--- src/rtl/tagcmp_pkg.sv ---
package tagcmp_pkg;
  // strobes from control to datapath
  typedef struct packed {
    logic loadCmp;   // take compare value into the held register
    logic capMatch;  // register raw match for pipelined mode
    logic capData;   // register read data for pipelined mode
    logic ftSel;     // flow-through selection
    logic matchShow; // a compare result occupies the output slot
    logic dataShow;  // a read result occupies the output slot
  } cmpStrobes_t;
endpackage

--- src/rtl/tagcmp_ctrl.sv ---
module tagcmp_ctrl
  import tagcmp_pkg::*;
(
  input  logic        clk,
  input  logic        rstN,
  input  logic        ftMode,
  input  logic        cmpReq,
  input  logic        readReq,
  output cmpStrobes_t strb,
  output logic        matchValid,
  output logic        dataOutEn
);
  logic s1Cmp, s1Rd, s2Cmp, s2Rd;
  logic takeRd;

  // compare wins when both are requested
  assign takeRd = readReq & ~cmpReq;

  always_ff @(posedge clk or negedge rstN) begin
    if (!rstN) begin
      s1Cmp <= 1'b0;
      s1Rd  <= 1'b0;
      s2Cmp <= 1'b0;
      s2Rd  <= 1'b0;
    end else begin
      s1Cmp <= cmpReq;
      s1Rd  <= takeRd;
      s2Cmp <= s1Cmp;
      s2Rd  <= s1Rd;
    end
  end

  always_comb begin
    strb.loadCmp   = cmpReq;
    strb.capMatch  = s1Cmp;
    strb.capData   = s1Rd;
    strb.ftSel     = ftMode;
    strb.matchShow = ftMode ? s1Cmp : s2Cmp;
    strb.dataShow  = ftMode ? s1Rd  : s2Rd;
  end

  assign matchValid = strb.matchShow;
  assign dataOutEn  = strb.dataShow;


  noDataOnCmp_chk: assert property (@(posedge clk) disable iff (!rstN)
    dataOutEn |-> !matchValid);


  cmpWins_chk: assert property (@(posedge clk) disable iff (!rstN)
    (cmpReq && readReq) |=> (s1Cmp && !s1Rd));

endmodule

--- src/rtl/tagcmp_dp.sv ---
module tagcmp_dp
  import tagcmp_pkg::*;
#(
  parameter int DATA_W = 18
) (
  input  logic              clk,
  input  logic              rstN,
  input  cmpStrobes_t       strb,
  input  logic [DATA_W-1:0] cmpData,
  input  logic [DATA_W-1:0] arrayRdData,
  input  logic              matchOutEn,
  output logic              match,
  output logic              matchDrive,
  output logic [DATA_W-1:0] dataOut
);
  logic [DATA_W-1:0] cmpDataQ;
  logic [DATA_W-1:0] dataQ;
  logic              matchQ;
  logic              rawMatch;
  logic              selMatch;
  logic [DATA_W-1:0] selData;

  always_ff @(posedge clk or negedge rstN) begin
    if (!rstN) begin
      cmpDataQ <= '0;
      dataQ    <= '0;
      matchQ   <= 1'b0;
    end else begin
      if (strb.loadCmp)  cmpDataQ <= cmpData;
      if (strb.capMatch) matchQ   <= rawMatch;
      if (strb.capData)  dataQ    <= arrayRdData;
    end
  end

  // full-width equality: reduction over the xor
  assign rawMatch = ~|(arrayRdData ^ cmpDataQ);

  assign selMatch   = strb.ftSel ? rawMatch : matchQ;
  assign selData    = strb.ftSel ? arrayRdData : dataQ;
  assign matchDrive = matchOutEn;
  assign match      = matchOutEn & strb.matchShow & selMatch;
  assign dataOut    = strb.dataShow ? selData : '0;


  always_comb begin
    if (!matchDrive) begin
      undrivenLow_chk: assert (match == 1'b0);
    end
  end


  pipeMismatch_chk: assert property (@(posedge clk) disable iff (!rstN)
    (strb.capMatch && (arrayRdData != cmpDataQ)) |=> !matchQ);

endmodule

--- src/rtl/tagcmp_match.sv ---
module tagcmp_match
  import tagcmp_pkg::*;
#(
  parameter int ADDR_W = 18,
  parameter int DATA_W = 18
) (
  input  logic              clk,
  input  logic              rstN,
  input  logic              ftMode,
  input  logic              cmpReq,
  input  logic              readReq,
  input  logic [ADDR_W-1:0] reqAddr,
  input  logic [DATA_W-1:0] cmpData,
  input  logic              matchOutEn,
  output logic              arrayRdEn,
  output logic [ADDR_W-1:0] arrayRdAddr,
  input  logic [DATA_W-1:0] arrayRdData,
  output logic              match,
  output logic              matchDrive,
  output logic              matchValid,
  output logic              dataOutEn,
  output logic [DATA_W-1:0] dataOut
);
  cmpStrobes_t strb;

  assign arrayRdEn   = cmpReq | readReq;
  assign arrayRdAddr = reqAddr;

  tagcmp_ctrl u_ctrl (
    .clk(clk), .rstN(rstN), .ftMode(ftMode), .cmpReq(cmpReq),
    .readReq(readReq), .strb(strb), .matchValid(matchValid),
    .dataOutEn(dataOutEn)
  );

  tagcmp_dp #(.DATA_W(DATA_W)) u_dp (
    .clk(clk), .rstN(rstN), .strb(strb), .cmpData(cmpData),
    .arrayRdData(arrayRdData), .matchOutEn(matchOutEn), .match(match),
    .matchDrive(matchDrive), .dataOut(dataOut)
  );


  ftSlot_chk: assert property (@(posedge clk) disable iff (!rstN)
    (ftMode && $past(cmpReq)) |-> matchValid);


  pipeSlot_chk: assert property (@(posedge clk) disable iff (!rstN)
    (!ftMode && $past(cmpReq, 2)) |-> matchValid);

endmodule

--- config.mk ---
export PLATFORM = sky130hd
export DESIGN_NAME = tagcmp_match
export DESIGN_NICKNAME = d
export VERILOG_FILES = /design/src/rtl/tagcmp_pkg.sv /design/src/rtl/tagcmp_ctrl.sv /design/src/rtl/tagcmp_dp.sv /design/src/rtl/tagcmp_match.sv
export SDC_FILE = /design/constraint.sdc
export NUM_CORES = 1
export LEC_CHECK = 0
export CORE_MARGIN = 2
export CORE_UTILIZATION = 35
export DETAILED_ROUTE_END_ITERATION = 10
export HOLD_SLACK_MARGIN = 0.03
export PLACE_DENSITY = 0.78
export SLEW_MARGIN = 10
export SYNTH_ARGS = -nofsm -noshare
export SYNTH_HDL_FRONTEND = slang
export SYNTH_SLANG_ARGS = --single-unit
--- constraint.sdc ---
create_clock -name clk -period 2.7 [get_ports clk]
set_clock_uncertainty 0.05 [all_clocks]
set_input_delay 0.405 -clock clk [delete_from_list [all_inputs] [get_ports clk]]
set_output_delay 0.405 -clock clk [all_outputs]
set_load 0.005 [all_outputs]
# ---- Word level (Yosys, flattened, before mapping)
# Index checks and enable logic that the tools add are counted.
dict set report totals {
  register_bits 41
  inputBits 60
  wordCells 20
}
dict set report classes {
  muxes 5
  n_bitwise 6
  n_reduce_logical 2
}
# operator count
set op_table {}
lappend op_table {{18-bit 2-to-1 mux} 2}
lappend op_table {{18-bit OR reduction} 1}
lappend op_table {{18-bit XOR} 1}
lappend op_table {{1-bit AND} 3}
lappend op_table {{1-bit 2-to-1 mux} 3}
lappend op_table {{1-bit logical NOT} 1}
lappend op_table {{1-bit inverter} 1}
lappend op_table {{1-bit OR} 1}

# ---- Logic depth before layout (Yosys ltp)
# Gate-level depths: netlist of the first run.
dict set report depth {
  word_depth 5
  depth_mapped 5
}

# ---- Modules after synthesis
# A second synthesis of the first run with hierarchy kept.
dict set report hier_totals {
  hier_cells 180
  area_unflattened_um2 2222.1
}
# mod instances cells_each area_each_um2 seq_area_each_um2
set by_module_without_submodules {}
lappend by_module_without_submodules {tagcmp_dp 1 148 1906.8 925.9}
lappend by_module_without_submodules {tagcmp_ctrl 1 13 173.9 100.1}
lappend by_module_without_submodules {tagcmp_match 1 19 141.4 0.0}

# ---- Worst setup path after synthesis of the first run
# No wires, ideal clock.
dict set report synth_path {
  path_type {input port to output port}
  from {input port ftMode}
  to {output port dataOut[10]}
  t_arrival_ns 1.326
  t_required_ns 2.245
  path_slack_ns 0.919
  path_stages 4
  path_buffers 2
  path_cell_list {clkbuf_1 > mux2i_2 > buf_2 > nor2_1}
}
dict set report synth_between {
  elab_chain_cells 2
  word_cells_on_any_way 3
}
# element line_no
set synth_rtl {}
lappend synth_rtl {{start: declaration} tagcmp_match.sv:9} ;# input logic ftMode,
lappend synth_rtl {{18-bit 2-to-1 mux / 1-bit 2-to-1 mux (equally long branches)} {tagcmp_dp.sv:39, tagcmp_ctrl.sv:39}}
lappend synth_rtl {{18-bit 2-to-1 mux *} tagcmp_dp.sv:42} ;# assign dataOut = strb.dataShow ? selData : '0;
lappend synth_rtl {{end: declaration} tagcmp_match.sv:22} ;# output logic [DATA_W-1:0] dataOut
# Every way passes the cells marked *; elsewhere a longest branch is shown, timed or not.

# ---- Final worst setup path of the first run
dict set report layout_path {
  from {input port ftMode}
  to {output port dataOut[16]}
}
# Same word-level chain as after synthesis.

==> results of run 1 <==
## placed cells by master (no fill, tap or decap), types with 2 or more instances in the layout
cell type / Yosys / layout
mux2i_1: 18 / 18
inv_1: 3 / 3
nor4_2: 0 / 2
mux2_2: 36 / 36
nor2_1: 18 / 18
buf_4: 19 / 13
clkbuf_8: 0 / 6
xnor2_1: 6 / 6
nand2_1: 5 / 5
dfrtp_1: 41 / 41
xor2_1: 12 / 12
clkdlybuf4s50_1: 0 / 62
## per-stage QoR
stage                     hold WS [ns]  utilization [%]  power (mW)  worst slack [ns]  cell area, µm²
after floorplan                 0.0594                -       0.910             0.919            2150
after global placement           0.341             47.1        1.05            -0.154            2790
after detailed placement         0.342             47.1        1.06            -0.190            2790
after CTS                        0.227             48.9        1.46             0.156            2900
after global routing             0.267             48.9        1.53           0.00260            2900
final                            0.205             48.9        1.44             0.166            2900
## worst max path at each step
stage                    startpoint          end  slack (ns)  cells past startpoint
floorplan                    ftMode  dataOut[10]        0.92                      4
detailed placement   arrayRdData[0]        match       -0.19                      6
CTS                          ftMode  dataOut[16]        0.16                      5
global route         arrayRdData[6]        match       0.003                      6
global placement    arrayRdData[12]        match       -0.15                      6
finish                       ftMode  dataOut[16]        0.17                      5
## repair_timing
item                       4_1_cts  5_1_grt
gates resized for setup          4        0
setup endpoints to repair        1        0
setup buffers                    1        0
## area by class of cell
type	instances	share of cell area, %
repair buffers	77	25.3
flip-flops and latches	41	35.4
multi-input cells	108	32.7
inverters	3	0.389
clock buffers	7	2.98
well taps	75	3.24
## registers in the layout, summed over array words and instances, names as in the netlist
register       cells
u_dp.cmpDataQ     18
u_dp.dataQ        18
u_ctrl.s1Cmp       1
u_ctrl.s1Rd        1
u_ctrl.s2Cmp       1
u_ctrl.s2Rd        1
u_dp.matchQ        1
## report_power, final
group	leakage (nW)	internal, mW	switching (mW)
sequential	0.485	0.684	0.0393
combinational	0.702	0.201	0.121
clock	0.0443	0.203	0.191
total	1.23	1.09	0.352
## worst reg2reg max path, cell delays in order (launching register included)
cell and delay (ns):
dfrtp_1 0.39, xor2_1 0.18, nor4_2 0.32, nand3_1 0.20, buf_4 0.18, buf_4 0.12, o41ai_2 0.29
## logic make-up (layout without fill, tap and decap cells)
| kind of cell | count (synthesis) | count (layout) | share of synthesized area, % |
|---|---|---|---|
| buffers and inverters | 30 | 87 | 8.92 |
| multiplexers | 55 | 55 | 27.9 |
| AND/OR/NAND/NOR | 31 | 31 | 6.35 |
| flip-flops | 41 | 41 | 47.8 |
| AO/OA/AOI/OAI | 4 | 4 | 1.69 |
| XOR/XNOR | 18 | 18 | 7.34 |
## synth_stat cells, drive strengths merged
cell type	n
a211oi	1
buf	25
clkbuf	2
dfrtp	41
inv	3
mux2	36
mux2i	19
nand2	5
nand3	1
nand3b	1
nand4	1
nor2	18
nor2b	1
nor4	3
o21a	1
o21ai	1
o41ai	1
or2	1
xnor2	6
xor2	12
## per-layer routing
layer	part of all wire, %	up-vias	GRT usage, %	wire, µm
met1	43	687	17.5	1930
met4	1.1	0	5.00	50
met5	0	-	0	0
met3	6.3	15	4.13	285
met2	50	42	24.6	2260
li1	-	702	-	-
==> qor.yml, run 1 <==
critical_path:
  crit_type: "primary input to primary output"
  start_kind: "primary input"
  worst-r2r-cell-count: 6
  r2r-end: "u_dp.matchQ"
  crit_family: "buffers and inverters"
  r2r_start: "u_dp.cmpDataQ[17]"
  cp.arrival_ns: 2.08
  cp_common_cell: "clkdlybuf4s50_1"
  cp.buffers_inverters: 3
  crit_chain: "clkdlybuf4s50_1 > mux2i_2 > buf_4 > nor2_1 > clkdlybuf4s50_1"
  rrSetupSlack_ns: 0.86
  cp_slowest_cell: "clkdlybuf4s50_1"
  cp.required_ns: 2.25
  cp_max_fo: 10
  cpPeakStageDelay_ns: 0.60
  end_kind: "primary output"
routing:
  vias_per_cell: 4.65
  drt_iter0_markers: 20
  drc: 0
  wl_per_cell_um: 14.6
  drt_wl_total_um: 4530
  num_vias: 1446
  firstDrtPassIters: 4
  ant_nets: 0
logic_synthesis:
  yosysTopAreaCell: "dfrtp_1"
  yosysUniqueCellTypes: 22
  syn-cell-area_um2: 2150
  ys_top_cells_by_area: "dfrtp_1 (48%), mux2_2 (19%), mux2i_1 (8.4%)"
  synth_top_area_share_pct: 47.8
  synth_nets: 239
  synthCells: 179
  yosysSeqAreaShare_pct: 47.8
  avgSynthCellArea_um2: 12.0
  synth-seq-cells: 41
  yosys_warnings: 0
timing:
  rsz0062_at_grt: "false"
  fmax_mhz: 395
  finalSetupViolCount: 0
  slew_viol_final: 0
  tightestPinTransition_ns: 0.918
  post-route-min-period_ns: 2.53
  hold_viol_final: 0
  fin_setup_tns_ns: 0
  slew_headroom_pct: 38.8
  fin_crit_sh_pct: 93.9
place:
  place_congestion: 0.761
  place_hpwl_um: 3380
  dp_cells: 303
  port_buffers: 64
cells_and_area:
  final_layout_size_suffix_gt1_share_pct: 26.3
  fin_nets: 296
  n_antenna_cell: 0
  instances_no_fill: 311
  seqCellArea_um2: 1030
  fillCellCount: 562
  syn2layout_area_growth_pct: 34.9
  multiInputGateArea_um2: 947
cts:
  insertion_delay_ns: 0.28
  cts_made_buffers: 5
  cts_tree: "done"
  hold_buffers: 0
  path_clk_slew_ns: 0.07
  htreeDepth: 2
  root_buffer: "clkbuf_8"
  clockBufferDepth: 2
  clock_sinks: 41
run_status:
  status: "completed"
global_routing:
  grt_util_all_layers_pct: 14.5
  antenna_found_initial: 0
  first_global_vias: 1533
  grt_pass1_wl_um: 7330
  grt-ovfl-total: 0
  grt_max_degree: 42
min_path:
  hp-class: "primary input to async pin"
die:
  ios: 101
  rows: 28
  die_y_um: 82.3
  start_util_pct: 36.3
  core_area_um2: 5920
  die_area_um2: 6780
  die_x_um: 82.3
power:
  p_leak_nw: 1.23
  vdd_ir_drop_max_mv: 0.279
  powerDensity_nw_per_um2: 497
flow_run:
  max_cap_viol_count: 0
Note: power is estimated with default switching activity, not from simulation.
==> run 2: changes to the inputs <==
--- a/config.mk
+++ b/config.mk
@@ -10,7 +10,7 @@
 export DETAILED_ROUTE_END_ITERATION = 10
 export HOLD_SLACK_MARGIN = 0.03
 export PLACE_DENSITY = 0.78
-export SLEW_MARGIN = 10
+export SLEW_MARGIN = 20
 export SYNTH_ARGS = -nofsm -noshare
 export SYNTH_HDL_FRONTEND = slang
 export SYNTH_SLANG_ARGS = --single-unit
==> constraint.sdc (replaced) <==
create_clock -name clk -period 3.12 [get_ports clk]
set_clock_uncertainty 0.05 [all_clocks]
set_input_delay 0.468 -clock clk [delete_from_list [all_inputs] [get_ports clk]]
set_output_delay 0.468 -clock clk [all_outputs]
set_load 0.005 [all_outputs]
==> run 2 against run 1 <==
Critical path depth up 1. Via count is 0.55% lower. Count of clock-buffer cells in the layout decreased by 2. Design area rose by 0.22%. Register-to-register slack gained 0.72 ns. Sequential share of layout area decreased by 0.076 points. Sequential power decreased by 13%. Final cell count shrank 1.3%. Clock power rose by 26%. Critical path type unchanged. Largest cell class unchanged. Largest power group unchanged.
==> qor.yml, run 2 (synthesis gave the netlist of run 1 again) <==
cts:
  root_buffer: "clkbuf_8"
  path_clk_slew_ns: 0.08
  cts_tree: "done"
  clockBufferDepth: 2
  cts_made_buffers: 5
  post_cts_buffers: 0
  clock_sinks: 41
  htreeDepth: 2
  hold_buffers: 0
  insertion_delay_ns: 0.29
timing:
  slew_viol_final: 0
  post-route-min-period_ns: 2.94
  hold_viol_final: 0
  rsz0062_at_grt: "false"
  fin_setup_tns_ns: 0
  finalSetupViolCount: 0
  fmax_mhz: 340
  tightestPinTransition_ns: 0.903
  slew_headroom_pct: 39.8
  fin_crit_sh_pct: 94.4
power:
  powerDensity_nw_per_um2: 482
  power.share.clock_pct: 35.4
  vdd_ir_drop_max_mv: 0.209
  seq_power_share_pct: 44.8
  p_int_mw: 1.08
  power.share.switching_pct: 22.7
  switchingPower_mw: 0.317
  p_leak_nw: 1.23
  pwr-share-comb_pct: 19.8
cells_and_area:
  fillCellCount: 559
  fin_nets: 291
  final_layout_size_suffix_gt1_share_pct: 25.0
  mostFrequentLayoutCell: "clkdlybuf4s50_1"
  n_antenna_cell: 0
  reg.largest.list: "u_dp.cmpDataQ x18, u_dp.dataQ x18"
  instances_no_fill: 307
  mostFrequentLayoutCells: "clkdlybuf4s50_1 (63), dfrtp_1 (41), mux2_2 (36), mux2i_1 (18), nor2_1 (18)"
  syn2layout_area_growth_pct: 35.2
place:
  dp_cells: 299
  place_congestion: 0.768
  port_buffers: 64
  place_hpwl_um: 3430
critical_path:
  cp_slowest_cell: "clkdlybuf4s50_1"
  cp.arrival_ns: 2.43
  cp.buffers_inverters: 2
  cp_common_cell: "clkdlybuf4s50_1"
  r2r_start: "u_dp.cmpDataQ[6]"
  r2r-end: "u_dp.matchQ"
  crit_type: "primary input to primary output"
  worst-r2r-cell-count: 4
  end_kind: "primary output"
  start_kind: "primary input"
  cpPeakStageDelay_ns: 0.54
  cp.required_ns: 2.60
  rrSetupSlack_ns: 1.58
  crit_family: "buffers and inverters"
  crit_chain: "clkdlybuf4s50_1 > xor2_1 > nor4_2 > nand3_1 > a211oi_1 > clkdlybuf4s50_1"
  cp_max_fo: 3
run_status:
  status: "completed"
die:
  core_area_um2: 5920
  die_area_um2: 6780
  start_util_pct: 36.3
  die_y_um: 82.3
  die_x_um: 82.3
  rows: 28
  ios: 101
routing:
  drc: 0
  drt_iter0_markers: 35
  firstDrtPassIters: 4
  num_vias: 1438
  drt_wl_total_um: 4570
  wl_per_cell_um: 14.9
  vias_per_cell: 4.68
  ant_nets: 0
global_routing:
  antenna_found_initial: 0
  grt_max_degree: 42
  grt_util_all_layers_pct: 14.3
  first_global_vias: 1519
  grt-ovfl-total: 0
  grt_pass1_wl_um: 7180
flow_run:
  max_cap_viol_count: 0
min_path:
  hp-class: "primary input to async pin"
[run 2: cell types whose count changed in the layout (fill, tap and decap cells not counted), sizes merged]
cell | previous run | this run
buf | 14 | 9
bufinv | 0 | 2
clkbuf | 7 | 5
clkdlybuf4s50 | 62 | 63
clkinv | 0 | 1
dlygate4sd2 | 1 | 0
[run 2: per-layer routing]
layer	share of wire, %	GRT usage, %	vias to the layer above
li1	-	-	690
met1	42	17.6	694
met2	50	24.0	42
met3	6.3	4.24	12
met4	0.81	4.83	0
met5	0	0	-
[run 2: what timing repair did]
action / CTS / global route
resized for setup: 0 / 2
hold endpoints to repair: 0 / 0
endpoints found under the setup margin: 0 / 1
[run 2: worst max path at each step]
| stage | depth (start not counted) | end | startpoint | slack, ns |
|---|---|---|---|---|
| CTS | 6 | match | arrayRdData[6] | 0.09 |
| global placement | 6 | match | arrayRdData[0] | 0.12 |
| floorplan | 4 | dataOut[10] | ftMode | 1.21 |
| global route | 6 | match | arrayRdData[6] | 0.02 |
| finish | 6 | match | arrayRdData[6] | 0.18 |
| detailed placement | 6 | match | arrayRdData[6] | 0.1 |
[run 2: layout make-up]
class | count | area, µm² | area share (%)
Clock buffer | 5 | 68.8 | 2.37
Timing Repair Buffer | 72 | 696 | 24.0
Multi-Input combinational cell | 108 | 942 | 32.5
Inverter | 3 | 11.3 | 0.388
Tap cell | 75 | 93.8 | 3.23
Clock inverter | 3 | 65.1 | 2.24
Sequential cell | 41 | 1030 | 35.3
[run 2: power by group through the flow]
stage | clock [mW] | sequential (mW) | combinational (mW)
floorplan | 0 | 0.627 | 0.160
global placement | 0 | 0.634 | 0.273
detailed placement | 0 | 0.637 | 0.277
CTS | 0.508 | 0.627 | 0.278
global route | 0.533 | 0.633 | 0.304
finish | 0.495 | 0.626 | 0.277
[run 2: through the flow]
| stage | setup WS, ns | hold slack (ns) | total power [mW] | util, % | instance area (µm²) |
|---|---|---|---|---|---|
| final | 0.176 | 0.252 | 1.40 | 49.0 | 2900 |
| after global routing | 0.0244 | 0.330 | 1.47 | 49.0 | 2900 |
| after CTS | 0.0929 | 0.281 | 1.41 | 48.8 | 2890 |
| after detailed placement | 0.0994 | 0.358 | 0.915 | 46.6 | 2760 |
| after global placement | 0.124 | 0.340 | 0.906 | 46.6 | 2760 |
| after floorplan | 1.21 | 0.122 | 0.787 | - | 2150 |
==> run 3: changes to the inputs <==
--- a/config.mk
+++ b/config.mk
@@ -8,6 +8,7 @@
 export CORE_MARGIN = 2
 export CORE_UTILIZATION = 35
 export DETAILED_ROUTE_END_ITERATION = 10
+export GPL_ROUTABILITY_DRIVEN = 0
 export HOLD_SLACK_MARGIN = 0.03
 export PLACE_DENSITY = 0.78
 export SLEW_MARGIN = 20
==> results of run 3 <==
No change in the layout: final DEF, timing and power equal those of run 2.
